**config.mk**
```make
export PLATFORM = sky130hd
export DESIGN_NAME = prio_irq_ctrl
export DESIGN_NICKNAME = d
export VERILOG_FILES = /design/src/rtl/intc_pkg.sv /design/src/rtl/intc_prio_arb.sv /design/src/rtl/intc_nmi_path.sv /design/src/rtl/intc_read_mux.sv /design/src/rtl/prio_irq_ctrl.sv
export SDC_FILE = /design/constraint.sdc
export NUM_CORES = 1
export LEC_CHECK = 0
export BUFFER_PORTS_ARGS = -buffer_cell sky130_fd_sc_hd__buf_2
export CAP_MARGIN = 25
export CELL_PAD_IN_SITES_DETAIL_PLACEMENT = 1
export CELL_PAD_IN_SITES_GLOBAL_PLACEMENT = 1
export CORE_AREA = 2 2 179 111
export DETAILED_ROUTE_END_ITERATION = 8
export DIE_AREA = 0 0 181 113
export PLACE_DENSITY = 0.85
export SLEW_MARGIN = 40
export SYNTH_ARGS = -nofsm -noshare
export SYNTH_HDL_FRONTEND = slang
export SYNTH_SLANG_ARGS = --single-unit
```
**constraint.sdc**
```tcl
create_clock -name clk -period 55 [get_ports clk]
set_input_delay 0 -clock clk [delete_from_list [all_inputs] [get_ports clk]]
set_output_delay 0 -clock clk [all_outputs]
set_load 0.05 [all_outputs]
```
**src/rtl/intc_pkg.sv**
```systemverilog
package intc_pkg;
    // key expected in the top byte of a threshold write
    localparam logic [7:0] THR_KEY = 8'hA5;

    // register offsets that follow the block of priority registers
    typedef enum logic [2:0] {
        OFS_MSET = 3'd0,
        OFS_MCLR = 3'd1,
        OFS_THR  = 3'd2,
        OFS_CTRL = 3'd3,
        OFS_NMI  = 3'd4
    } reg_ofs_e;

    localparam int CTRL_MASK_ALL_BIT = 0;
    localparam int CTRL_NMI_THRU_BIT = 1;
    localparam int NMI_LIVE_BIT      = 0;
    localparam int NMI_FLAG_BIT      = 1;
endpackage

```
**src/rtl/intc_prio_arb.sv**
```systemverilog
module intc_prio_arb #(
    parameter int NUM_SRC = 16,
    parameter int PRIO_W  = 4,
    parameter int ID_W    = $clog2(NUM_SRC)
) (
    input  logic [NUM_SRC-1:0]             req,
    input  logic [NUM_SRC-1:0]             mask,
    input  logic [NUM_SRC-1:0][PRIO_W-1:0] prio,
    input  logic [PRIO_W-1:0]              thr,
    input  logic                           mask_all,
    output logic                           hit,
    output logic [PRIO_W-1:0]              level,
    output logic [ID_W-1:0]                id
);
    logic [NUM_SRC-1:0] elig;

    // per-source eligibility: requested, unmasked, above threshold
    // (a zero priority can never exceed any threshold, so it drops out)
    for (genvar k = 0; k < NUM_SRC; k++) begin : g_elig
        assign elig[k] = req[k] && !mask[k] && !mask_all
                         && (prio[k] != '0) && (prio[k] > thr);
    end

    // ascending scan with strict compare keeps the lowest index on ties
    always_comb begin
        hit   = 1'b0;
        level = '0;
        id    = '0;
        for (int k = 0; k < NUM_SRC; k++) begin
            if (elig[k] && (prio[k] > level)) begin
                hit   = 1'b1;
                level = prio[k];
                id    = ID_W'(k);
            end
        end
    end
endmodule

```
**src/rtl/intc_nmi_path.sv**
```systemverilog
module intc_nmi_path (
    input  logic pin,
    input  logic pin_prev_q,
    input  logic flag_q,
    input  logic clr,
    input  logic cpu_block,
    input  logic thru_block,
    output logic flag_d,
    output logic nmi_out
);
    logic rise;

    always_comb begin
        rise    = pin && !pin_prev_q;
        // a fresh edge wins over a clear in the same cycle
        flag_d  = rise || (flag_q && !clr);
        nmi_out = flag_q && (!cpu_block || thru_block);
    end
endmodule

```
**src/rtl/intc_read_mux.sv**
```systemverilog
module intc_read_mux #(
    parameter int NUM_SRC = 16,
    parameter int PRIO_W  = 4,
    parameter int FPR     = 4,
    parameter int ADDR_W  = 4,
    parameter int DATA_W  = 32
) (
    input  logic [ADDR_W-1:0]              addr,
    input  logic                           re,
    input  logic [NUM_SRC-1:0][PRIO_W-1:0] prio,
    input  logic [NUM_SRC-1:0]             mask,
    input  logic [PRIO_W-1:0]              thr,
    input  logic                           mask_all,
    input  logic                           nmi_thru,
    input  logic                           nmi_pin,
    input  logic                           nmi_flag,
    output logic [DATA_W-1:0]              rdata
);
    import intc_pkg::*;

    localparam int NPR = NUM_SRC / FPR;

    always_comb begin
        rdata = '0;
        if (re) begin
            for (int r = 0; r < NPR; r++) begin
                if (addr == ADDR_W'(r)) begin
                    for (int f = 0; f < FPR; f++) begin
                        rdata[f*PRIO_W +: PRIO_W] = prio[r*FPR + f];
                    end
                end
            end
            if (addr == ADDR_W'(NPR + int'(OFS_MSET))) begin
                rdata[NUM_SRC-1:0] = mask;
            end
            // the clear register reads as zero
            if (addr == ADDR_W'(NPR + int'(OFS_THR))) begin
                rdata[PRIO_W-1:0] = thr;
            end
            if (addr == ADDR_W'(NPR + int'(OFS_CTRL))) begin
                rdata[CTRL_MASK_ALL_BIT] = mask_all;
                rdata[CTRL_NMI_THRU_BIT] = nmi_thru;
            end
            if (addr == ADDR_W'(NPR + int'(OFS_NMI))) begin
                rdata[NMI_LIVE_BIT] = nmi_pin;
                rdata[NMI_FLAG_BIT] = nmi_flag;
            end
        end
    end
endmodule

```
**src/rtl/prio_irq_ctrl.sv**
```systemverilog
module prio_irq_ctrl #(
    parameter int NUM_SRC = 16,
    parameter int PRIO_W  = 4,
    parameter int PREG_W  = 16,
    parameter int ADDR_W  = 4,
    parameter int DATA_W  = 32
) (
    input  logic                      clk,
    input  logic                      rst_n,
    input  logic [NUM_SRC-1:0]        req_i,
    input  logic                      nmi_i,
    input  logic                      cpu_block_i,
    input  logic [ADDR_W-1:0]         addr_i,
    input  logic [DATA_W-1:0]         wdata_i,
    input  logic                      we_i,
    input  logic                      re_i,
    output logic [DATA_W-1:0]         rdata_o,
    output logic                      irq_valid_o,
    output logic [PRIO_W-1:0]         irq_level_o,
    output logic [$clog2(NUM_SRC)-1:0] irq_id_o,
    output logic                      nmi_o
);
    import intc_pkg::*;

    localparam int ID_W   = $clog2(NUM_SRC);
    localparam int FPR    = PREG_W / PRIO_W;
    localparam int NPR    = NUM_SRC / FPR;
    localparam int A_MSET = NPR + int'(OFS_MSET);
    localparam int A_MCLR = NPR + int'(OFS_MCLR);
    localparam int A_THR  = NPR + int'(OFS_THR);
    localparam int A_CTRL = NPR + int'(OFS_CTRL);
    localparam int A_NMI  = NPR + int'(OFS_NMI);

    typedef struct packed {
        logic [NUM_SRC-1:0][PRIO_W-1:0] prio;
        logic [NUM_SRC-1:0]             mask;
        logic [PRIO_W-1:0]              thr;
        logic                           mask_all;
        logic                           nmi_thru;
        logic                           nmi_prev;
        logic                           nmi_flag;
        logic                           irq_valid;
        logic [PRIO_W-1:0]              irq_level;
        logic [ID_W-1:0]                irq_id;
    } state_t;

    state_t st_d, st_q;

    logic              arb_hit;
    logic [PRIO_W-1:0] arb_level;
    logic [ID_W-1:0]   arb_id;
    logic              nmi_clr;
    logic              nmi_flag_d;

    intc_prio_arb #(
        .NUM_SRC (NUM_SRC),
        .PRIO_W  (PRIO_W),
        .ID_W    (ID_W)
    ) u_arb (
        .req      (req_i),
        .mask     (st_q.mask),
        .prio     (st_q.prio),
        .thr      (st_q.thr),
        .mask_all (st_q.mask_all),
        .hit      (arb_hit),
        .level    (arb_level),
        .id       (arb_id)
    );

    assign nmi_clr = we_i && (addr_i == ADDR_W'(A_NMI)) && wdata_i[NMI_FLAG_BIT];

    intc_nmi_path u_nmi (
        .pin        (nmi_i),
        .pin_prev_q (st_q.nmi_prev),
        .flag_q     (st_q.nmi_flag),
        .clr        (nmi_clr),
        .cpu_block  (cpu_block_i),
        .thru_block (st_q.nmi_thru),
        .flag_d     (nmi_flag_d),
        .nmi_out    (nmi_o)
    );

    intc_read_mux #(
        .NUM_SRC (NUM_SRC),
        .PRIO_W  (PRIO_W),
        .FPR     (FPR),
        .ADDR_W  (ADDR_W),
        .DATA_W  (DATA_W)
    ) u_rd (
        .addr     (addr_i),
        .re       (re_i),
        .prio     (st_q.prio),
        .mask     (st_q.mask),
        .thr      (st_q.thr),
        .mask_all (st_q.mask_all),
        .nmi_thru (st_q.nmi_thru),
        .nmi_pin  (nmi_i),
        .nmi_flag (st_q.nmi_flag),
        .rdata    (rdata_o)
    );

    always_comb begin
        st_d = st_q;
        if (we_i) begin
            for (int r = 0; r < NPR; r++) begin
                if (addr_i == ADDR_W'(r)) begin
                    for (int f = 0; f < FPR; f++) begin
                        st_d.prio[r*FPR + f] = wdata_i[f*PRIO_W +: PRIO_W];
                    end
                end
            end
            if (addr_i == ADDR_W'(A_MSET)) begin
                st_d.mask = st_q.mask | wdata_i[NUM_SRC-1:0];
            end
            if (addr_i == ADDR_W'(A_MCLR)) begin
                st_d.mask = st_q.mask & ~wdata_i[NUM_SRC-1:0];
            end
            if ((addr_i == ADDR_W'(A_THR)) && (wdata_i[DATA_W-1 -: 8] == THR_KEY)) begin
                st_d.thr = wdata_i[PRIO_W-1:0];
            end
            if (addr_i == ADDR_W'(A_CTRL)) begin
                st_d.mask_all = wdata_i[CTRL_MASK_ALL_BIT];
                st_d.nmi_thru = wdata_i[CTRL_NMI_THRU_BIT];
            end
        end
        st_d.nmi_prev  = nmi_i;
        st_d.nmi_flag  = nmi_flag_d;
        st_d.irq_valid = arb_hit;
        st_d.irq_level = arb_level;
        st_d.irq_id    = arb_id;
    end

    always_ff @(posedge clk or negedge rst_n) begin
        if (!rst_n) begin
            st_q <= '0;
        end else begin
            st_q <= st_d;
        end
    end

    assign irq_valid_o = st_q.irq_valid;
    assign irq_level_o = st_q.irq_level;
    assign irq_id_o    = st_q.irq_id;
endmodule

```
==> results.cfg <==
[layout]
fillers = 2227
layout-drive-gt1-share_pct = 18.9
n_antenna_cell = 0
area.growth.synth_to_final_pct = 10.6
fin_util_pct = 54.7
finalNetCount = 1295

[grt]
grt_pass1_wl_mm = 52.6
overflow = 0
grt_pass1_vias = 9263
antenna_found_initial = 0
grt_usage_pct = 33.1
grt_max_degree = 65

[route]
vias = 9059
ant_nets = 0
drtIter0Drc = 950
avgRoutedWirePerCell_um = 24.2
route.detailed.drc = 0
viasPerCell = 6.58
wirelength_mm = 33.4
firstDrtPassIters = 8

[floorplanning]
die_area_sq_mm = 0.0205
dieHeight_um = 113
chipWidth_um = 181
ioPinCount = 100
initial_core_util_pct = 49.4
num_rows = 39
core_sq_mm = 0.0187

[synthesis]
ys_ff_latch = 97
async_reset_ff_share_pct = 100
synthFlopType = dfrtp_1
netlist_area_sq_mm = 0.00926
synth_top_family_by_area = compound AO/OA/AOI/OAI gates
synth_common_cells = ha_1 (112), dfrtp_1 (97), nand2_1 (90), o21ai_0 (84), nor2_1 (77)
synth_edf_count = 0
seq_area_frac_synth_pct = 26.2
synth.mux.area_fraction_pct = 10.0
synthAdderAreaFrac_pct = 15.6
synth_cell_types = 89
synth_area_per_cell_sq_um = 8.76
synth_xor_area_share_pct = 0.473
synth.top_cell.area_share_pct = 26.2
synth-simple-area-share_pct = 18.9
syn_inst = 1057
synth-compound-area-share_pct = 22.6
yosysTopAreaCell = dfrtp_1
ys.warnings.count = 0
yosysMostFrequentCell = ha_1
yosys-top-cells-area = dfrtp_1 (26%), ha_1 (15%), mux2_2 (9.1%), o21ai_0 (4.5%), nand2_1 (3.6%)

[clocking]
cts_tree = built
cts_setup_buffers = 0
cts_buffers = 9
root_buffer = clkbuf_16
clockBufferDepth = 2
clock_sink_count = 97
cts_hold_buf = 14
clk_latency_ns = 0.35
cts_repair_resize_count = 0
htree_levels = 3
cts.clk_slew.worst_paths_ns = 0.07

[status]
outcome = finished, final reports clean

[pwr]
p_per_area_mw_per_mm2 = 49.6
irDropWorstVdd_mv = 0.0202
p_leak_nw = 4.59

[timing]
timing.setup.tns_ns = 0
worst_pin_slew_ns = 0.879
max-slew-margin-rel_pct = 41.3
period_needed_ns = 28.96
max_freq_mhz = 34.5
period_share_pct = 52.7
worst_clock_skew_ns = 0.00818
hold_viol = 0
rsz0062_at_grt = no
setup_viol_count_final = 0
maxSlewViolCount = 0

[critical_path]
cpLargestDelayFamily = compound AO/OA/AOI/OAI gates
critPathKind = register to register
cpPeakStageDelay_ns = 0.68
worstPathRequired_ns = 55.19
worst_setup_path_start_kind = register
worstPathMaxFanout = 18
crit_slowest_cell = nor4_1
crit_path_frequent_cell = ha_1
crit_buf_inv = 8
end_kind = register
critPathArrivalTime_ns = 29.16

[place]
place.gp.congestion = 0.933
portBuffers = 75
place_hpwl_mm = 25.1

[job]
maxCapViolations = 0

[hold_path]
min_path_type = input port to register
==> tightest hold or removal path, stage by stage <==
cell and delay, ns:
buf_2 0.16, nand2_1 0.09, o21ai_0 0.07
==> report_power, final <==
group	total [mW]	switching, mW	internal (mW)	leakage [nW]
Combinational	0.316	0.190	0.126	3.23
Sequential	0.123	0.0341	0.0885	1.20
Clock	0.0698	0.0273	0.0424	0.157
Total	0.508	0.251	0.257	4.59
==> metrics by stage <==
stage	power, mW	hold slack [ns]	instance area, sq um	setup WS [ns]	instances
6_report	0.508	0.0214	10200	26.04	1376
5_1_grt	0.547	0.0387	10200	23.96	1376
4_1_cts	0.501	0.00805	10200	26.68	1376
3_5_place_dp	0.428	-0.00284	9770	26.77	1346
3_3_place_gp	0.411	-0.0180	9750	27.64	1345
2_1_floorplan	0.345	-0.296	9320	31.03	1072
==> cell usage in the layout (no fill, tap or decap), drive strengths merged, types with 18 or more instances in the layout <==
master,Yosys,final
nand2,90,90
nand4,23,23
ha,112,112
nand2b,18,18
nor2,78,78
dfrtp,97,97
mux2,75,75
inv,65,65
buf,33,85
a21oi,49,49
o21ai,87,87
nand3,32,32
nor2b,21,21
==> cell families after synthesis <==
kind of cell,Yosys count
other,1
muxes,82
xor gates and xnor gates,5
and+or+nand+nor,347
DFF,97
adders and majority gates,116
buffers and inverters,122
AOI/OAI and AO/OA,287
==> area by class of cell <==
type	instances	area [sq um]	share of cell area (%)
Multi-Input combinational cell	853	6340	61.9
Clock buffer	14	264	2.58
Timing Repair Buffer	99	601	5.86
Inverter	65	244	2.38
Clock inverter	2	60.1	0.586
Sequential cell	97	2430	23.7
Tap cell	246	308	3.00
==> final timing paths <==
path	from	endpoint	slack [ns]	depth (start not counted)
worst max register to register	st_q[13]	irq_valid_o	26.04	123
worst min register to register	st_q[10]	st_q[9]	0.49	1
min in group asynchronous	rst_n	async pin	0.16	2
max in group asynchronous	rst_n	st_q[33]	53.88	3
worst min-delay path	wdata_i[0]	register	0.02	3
worst max-delay path	st_q[13]	irq_valid_o	26.04	123
==> per-layer routing <==
| layer | track usage (%) | wire length, um | up-vias |
|---|---|---|---|
| met2 | 50.3 | 14000 | 401 |
| met3 | 7.08 | 3020 | 73 |
| met4 | 9.86 | 855 | 0 |
| met1 | 47.4 | 15500 | 4537 |
| li1 | - | - | 4048 |
| met5 | 0 | 0 | - |
No activity file was read; power rests on OpenSTA's default activity.
